`src/rtl/arb_chain_pkg.sv`:
```
package arb_chain_pkg;

  typedef enum logic [1:0] {
    ARB_IDLE   = 2'd0,
    ARB_OFFER  = 2'd1,
    ARB_SETTLE = 2'd2
  } arb_state_e;

  function automatic int unsigned tenure_of(input int unsigned base,
                                            input int unsigned step,
                                            input int unsigned idx);
    return base + step * idx;
  endfunction

endpackage

```
`src/rtl/arb_grant_ctrl.sv`:
```
module arb_grant_ctrl
  import arb_chain_pkg::*;
(
  input  logic clk,
  input  logic rst_n,
  input  logic req_any,
  input  logic busy_n,
  output logic grant
);

  arb_state_e state_q, state_d;

  always_comb begin
    state_d = state_q;
    unique case (state_q)
      ARB_IDLE:   if (req_any) state_d = ARB_OFFER;
      // hold the grant until the bus is seen free
      ARB_OFFER:  if (busy_n)  state_d = ARB_SETTLE;
      // the new owner has pulled busy low: withdraw
      ARB_SETTLE: if (!busy_n) state_d = ARB_IDLE;
      default:    state_d = ARB_IDLE;
    endcase
  end

  always_ff @(posedge clk) begin
    if (!rst_n) state_q <= ARB_IDLE;
    else        state_q <= state_d;
  end

  assign grant = (state_q != ARB_IDLE);

endmodule

```
`src/rtl/arb_cpu_seat.sv`:
```
module arb_cpu_seat (
  input  logic clk,
  input  logic rst_n,
  input  logic grant,
  input  logic req_any,
  input  logic busy_n,
  output logic own
);

  always_ff @(posedge clk) begin
    if (!rst_n)                           own <= 1'b1;
    else if (own && grant)                own <= 1'b0;
    else if (!own && busy_n && !req_any)  own <= 1'b1;
  end

endmodule

```
`src/rtl/arb_chain_cell.sv`:
```
module arb_chain_cell #(
  parameter int unsigned HOLD  = 3,
  parameter int unsigned CNT_W = 4
) (
  input  logic clk,
  input  logic rst_n,
  input  logic want,
  input  logic grant_in,
  input  logic busy_n,
  output logic grant_out,
  output logic req,
  output logic own
);

  localparam logic [CNT_W-1:0] LAST = CNT_W'(HOLD - 1);

  logic             pend_q;
  logic [CNT_W-1:0] cnt_q;
  logic             take;

  assign take      = pend_q && grant_in && busy_n;
  assign grant_out = grant_in && !pend_q;
  assign req       = pend_q;

  always_ff @(posedge clk) begin
    if (!rst_n) begin
      pend_q <= 1'b0;
      own    <= 1'b0;
      cnt_q  <= '0;
    end else begin
      if (take)              pend_q <= 1'b0;
      else if (want && !own) pend_q <= 1'b1;

      if (take) begin
        own   <= 1'b1;
        cnt_q <= LAST;
      end else if (own) begin
        if (cnt_q == '0) own   <= 1'b0;
        else             cnt_q <= cnt_q - 1'b1;
      end
    end
  end

endmodule

```
`src/rtl/chain_bus_arbiter.sv`:
```
module chain_bus_arbiter
  import arb_chain_pkg::*;
#(
  parameter int unsigned N_DMA     = 4,
  parameter int unsigned HOLD_MIN  = 3,
  parameter int unsigned HOLD_STEP = 2
) (
  input  logic             clk,
  input  logic             rst_n,
  input  logic [N_DMA-1:0] dma_want,
  output logic             bus_req,
  output logic             bus_grant,
  output logic [N_DMA-1:0] grant_tap,
  output logic             grant_tail,
  output logic             busy_n,
  output logic             cpu_own,
  output logic [N_DMA-1:0] dma_own
);

  localparam int unsigned MAX_HOLD = HOLD_MIN + HOLD_STEP * (N_DMA - 1);
  localparam int unsigned CNT_W    = $clog2(MAX_HOLD + 1);

  logic [N_DMA:0]   chain;
  logic [N_DMA-1:0] pend;

  assign chain[0]   = bus_grant;
  assign grant_tap  = chain[N_DMA-1:0];
  assign grant_tail = chain[N_DMA];
  assign bus_req    = |pend;
  assign busy_n     = !(cpu_own || (|dma_own));

  arb_grant_ctrl u_ctrl (
    .clk     (clk),
    .rst_n   (rst_n),
    .req_any (bus_req),
    .busy_n  (busy_n),
    .grant   (bus_grant)
  );

  arb_cpu_seat u_cpu (
    .clk     (clk),
    .rst_n   (rst_n),
    .grant   (bus_grant),
    .req_any (bus_req),
    .busy_n  (busy_n),
    .own     (cpu_own)
  );

  for (genvar i = 0; i < N_DMA; i++) begin : g_cell
    arb_chain_cell #(
      .HOLD  (tenure_of(HOLD_MIN, HOLD_STEP, i)),
      .CNT_W (CNT_W)
    ) u_cell (
      .clk       (clk),
      .rst_n     (rst_n),
      .want      (dma_want[i]),
      .grant_in  (chain[i]),
      .busy_n    (busy_n),
      .grant_out (chain[i+1]),
      .req       (pend[i]),
      .own       (dma_own[i])
    );
  end

endmodule

```
`config.mk`:
```
export PLATFORM = sky130hd
export DESIGN_NAME = chain_bus_arbiter
export DESIGN_NICKNAME = d
export VERILOG_FILES = /design/src/rtl/arb_chain_pkg.sv /design/src/rtl/arb_grant_ctrl.sv /design/src/rtl/arb_cpu_seat.sv /design/src/rtl/arb_chain_cell.sv /design/src/rtl/chain_bus_arbiter.sv
export SDC_FILE = /design/constraint.sdc
export NUM_CORES = 1
export LEC_CHECK = 0
export BUFFER_PORTS_ARGS = -buffer_cell sky130_fd_sc_hd__buf_2
export CORE_MARGIN = 2
export CORE_UTILIZATION = 30
export DETAILED_ROUTE_END_ITERATION = 10
export PLACE_DENSITY_LB_ADDON = 0.12
export RECOVER_POWER = 50
export SLEW_MARGIN = 10
export SYNTH_ARGS = -nofsm -noshare
export SYNTH_HDL_FRONTEND = slang
export SYNTH_SLANG_ARGS = --single-unit
```
`constraint.sdc`:
```
create_clock -name clk -period 3.4 [get_ports clk]
set_input_delay 0.34 -clock clk [delete_from_list [all_inputs] [get_ports clk]]
set_output_delay 0.34 -clock clk [all_outputs]
set_load 0.005 [all_outputs]
```
==> summary.md <==
| Metric | Value |
|---|---|
| HPWL after DPL | 1960 µm |
| Core area | 0.00406 mm² |
| Post-synth EDFFs | 0 |
| Number of I/O port buffers | 18 |
| Setup TNS | 0 ns |
| Post-CTS setup buffers | 0 |
| Routed length per placed instance | 12.1 µm |
| Syn_nets | 160 |
| DP Area | 0.00136 mm² |
| DRT antenna net count | 0 |
| Asr flop ratio synth | 0% |
| Relative slew slack | 62.4% |
| Final nets | 173 |
| Worst path max stage delay | 0.54 ns |
| Unique masters post-synth | 33 |
| Final setup violation count | 0 |
| GP Congestion | 0.779 |
| Slew Viols, Final | 0 |
| Largest net degree at the start of global routing | 15 |
| Vias per std cell | 4.81 |
| WHS Path Cells | 3 |
| Hold_ws | 0.312 ns |
| DP Cell Count | 208 |
| Starting Density | 31.5% |
| Synth top area cells | dfxtp_1 42%, a21oi_1 8.2%, buf_4 4.7%, nand2_1 4.7%, ha_1 3.9% |
| Final worst path period share | 57.4% |
| # rows | 23 |
| Crit-path slowest cell | nor4_1 |
| Measured slew at the worst slew-check pin | 0.559 ns |
| Crit start category | flip-flop |
| Worst vdd ir | 0.133 mV |
| Fin crit period | 1.95 ns |
| Clock Latency Late Sink | 0.27 ns |
| Pre-CTS WS | 1.79 ns |
| Share of the core filled with cells | 34.3% |
| Hold_buf cts | 0 |
| IO Pins | 19 |
| P&R area growth vs syn | 8.71% |
| RSZ-0062 raised after global routing | false |
| FF-to-FF End | g_cell[3].u_cell.req |
| Final Total Pwr | 592 µW |
| Cell taking the most area after synthesis | dfxtp_1 |
| DIE AREA | 0.00480 mm² |
| Clock root buffer | clkbuf_8 |
| Fin cells | 212 |
| Post-synthesis sequential area ratio | 42.3% |
| CTS tree | yes |
| Max FO, Critical Path | 6 |
| Top-count cell post-synth | dfxtp_1 |
| H-tree depth | 1 |
| Cell area after layout | 0.00139 mm² |
| Hold crit path type | primary input to flip-flop |
| WS Path Type | flip-flop to output port |
| Fmax | 0.512 GHz |
| Power per cell area | 426 mW/mm² |
| Netlist Area Pre-Place | 0.00128 mm² |
| 1st-iter DRT viols | 55 |
| ANT cells | 0 |
| Share of layout cells above drive strength 1 | 13.6% |
| WP data required | 3.06 ns |
| #FFs+latches synth | 27 |
| Final WS setup | 1.45 ns |
| Via Count | 1019 |
| Routed WL | 2560 µm |
| GRT Util Overall | 11.0% |
| Worst-path cell chain | nor4_1, nand2_1, inv_1, buf_2 |
| GRT overflow | 0 |
| Max Cap Viol | 0 |
| Clock buffer depth | 2 |
| WHS Endpoint | g_cell[1].u_cell.req |
| Worst Setup End Kind | output port |
| DRC | 0 |
| Status | completed |
| Die height | 69.3 µm |
| Yosys top cell area share | 42.3% |
| Post-cts sizing count | 0 |
| Main synth FF type | dfxtp_1 |
| Vias in the first global route | 996 |
| Initial antenna violation count | 0 |
| Number of fill cells | 416 |
| RR Startpoint | g_cell[2].u_cell.own |
| Worst clock skew | 0.00581 ns |
| Router iterations before antenna repair | 4 |
| Static Leak | 0.553 nW |
| Area of the multi-input gates | 607 µm² |
| Final Hold Viols | 0 |
| Min-Delay Startpoint | dma_want[1] |
| TritonCTS Sinks | 27 |
| Crit path arrival time | 1.61 ns |
| Cell count after synthesis | 150 |
| Synth cell count leaders | 27 x dfxtp_1, 21 x a21oi_1, 16 x nand2_1 |
| Sequential Area | 541 µm² |
| Reg2Reg Depth | 4 |
| Die X | 69.3 µm |
| R2R Setup Slk | 1.67 ns |
| Synthesis Warnings | 0 |
| CTS buffer count | 3 |
| Syn_area_per_cell | 8.52 µm² |
| Wire length of the first global-routing pass | 4440 µm |
| Clock transition at path regs | 0.09 ns |
-- cell type report --
class,instances,area share [%]
multi-input cells,100,43.7
repair buffers,18,6.21
inverters,13,3.51
flip-flops and latches,27,38.9
clock buffers,4,3.24
well taps,50,4.50
-- layout by cell type, fill, tap and decap left out --
cell type   n
dfxtp_1    27
a21oi_1    21
nand2_1    16
buf_2      15
inv_1      13
nor2_1     12
nor3_1      7
o21ai_0     5
xnor2_1     4
and3_1      4
ha_1        4
clkbuf_1    4
nor3b_1     3
nand2b_1    3
or4b_1      3
clkbuf_8    3
nor4_1      2
or4_1       1
o21ba_1     1
and4b_1     1
o2111ai_1   1
a21o_1      1
o32ai_1     1
o31ai_1     1
nand4_1     1
mux2_2      1
nand3b_2    1
a2111oi_0   1
nand4b_1    1
mux2i_1     1
or2_2       1
o211ai_1    1
a211oi_2    1
-- where the power goes --
part	switching [mW]	internal, mW
Combinational	0.0397	0.0311
Clock	0.0932	0.0837
Sequential	0.0161	0.328
-- worst max path at each step --
| stage | depth (start not counted) | slack [ns] | endpoint | from |
|---|---|---|---|---|
| 5_1_grt | 4 | 1.28 | busy_n | g_cell[2].u_cell.own |
| 2_1_floorplan | 6 | 1.93 | g_cell[2].u_cell.cnt_q[1] | g_cell[2].u_cell.cnt_q[0] |
| 3_5_place_dp | 6 | 1.79 | g_cell[3].u_cell.cnt_q[1] | g_cell[3].u_cell.cnt_q[0] |
| 3_3_place_gp | 6 | 1.80 | g_cell[2].u_cell.cnt_q[1] | g_cell[2].u_cell.cnt_q[0] |
| 6_report | 4 | 1.45 | busy_n | g_cell[2].u_cell.own |
| 4_1_cts | 3 | 1.59 | grant_tail | g_cell[1].u_cell.req |
-- worst max-delay path, delay by kind of cell (launching register included) --
| kind | cells | cell delay, ns |
|---|---|---|
| buffers and inverters | 2 | 0.22 |
| AND/OR/NAND/NOR | 2 | 0.75 |
| flip-flops | 1 | 0.37 |
-- flip-flops by register name (all words and copies together), names as in the netlist --
signal,cells
g_cell.u_cell.cnt_q,16
g_cell.u_cell.own,4
g_cell.u_cell.req,4
u_ctrl.state_q,2
u_cpu.own,1
-- per-layer routing --
metal	vias up	GRT usage (%)	part of all wire [%]
met4	0	4.36	0.66
met2	14	16.9	43
met1	465	15.0	53
li1	538	-	-
met3	2	2.47	2.9
met5	-	0	0
-- kinds of logic after synthesis --
group / after synthesis / synth area share, %
muxes: 2 / 1.66
DFF: 27 / 42.3
adders and majority gates: 4 / 3.91
and+or+nand+nor: 56 / 24.6
xor gates and xnor gates: 4 / 2.74
AOI/OAI and AO/OA: 34 / 15.8
buffers and inverters: 23 / 9.10
(Power assumes the default switching activity.)
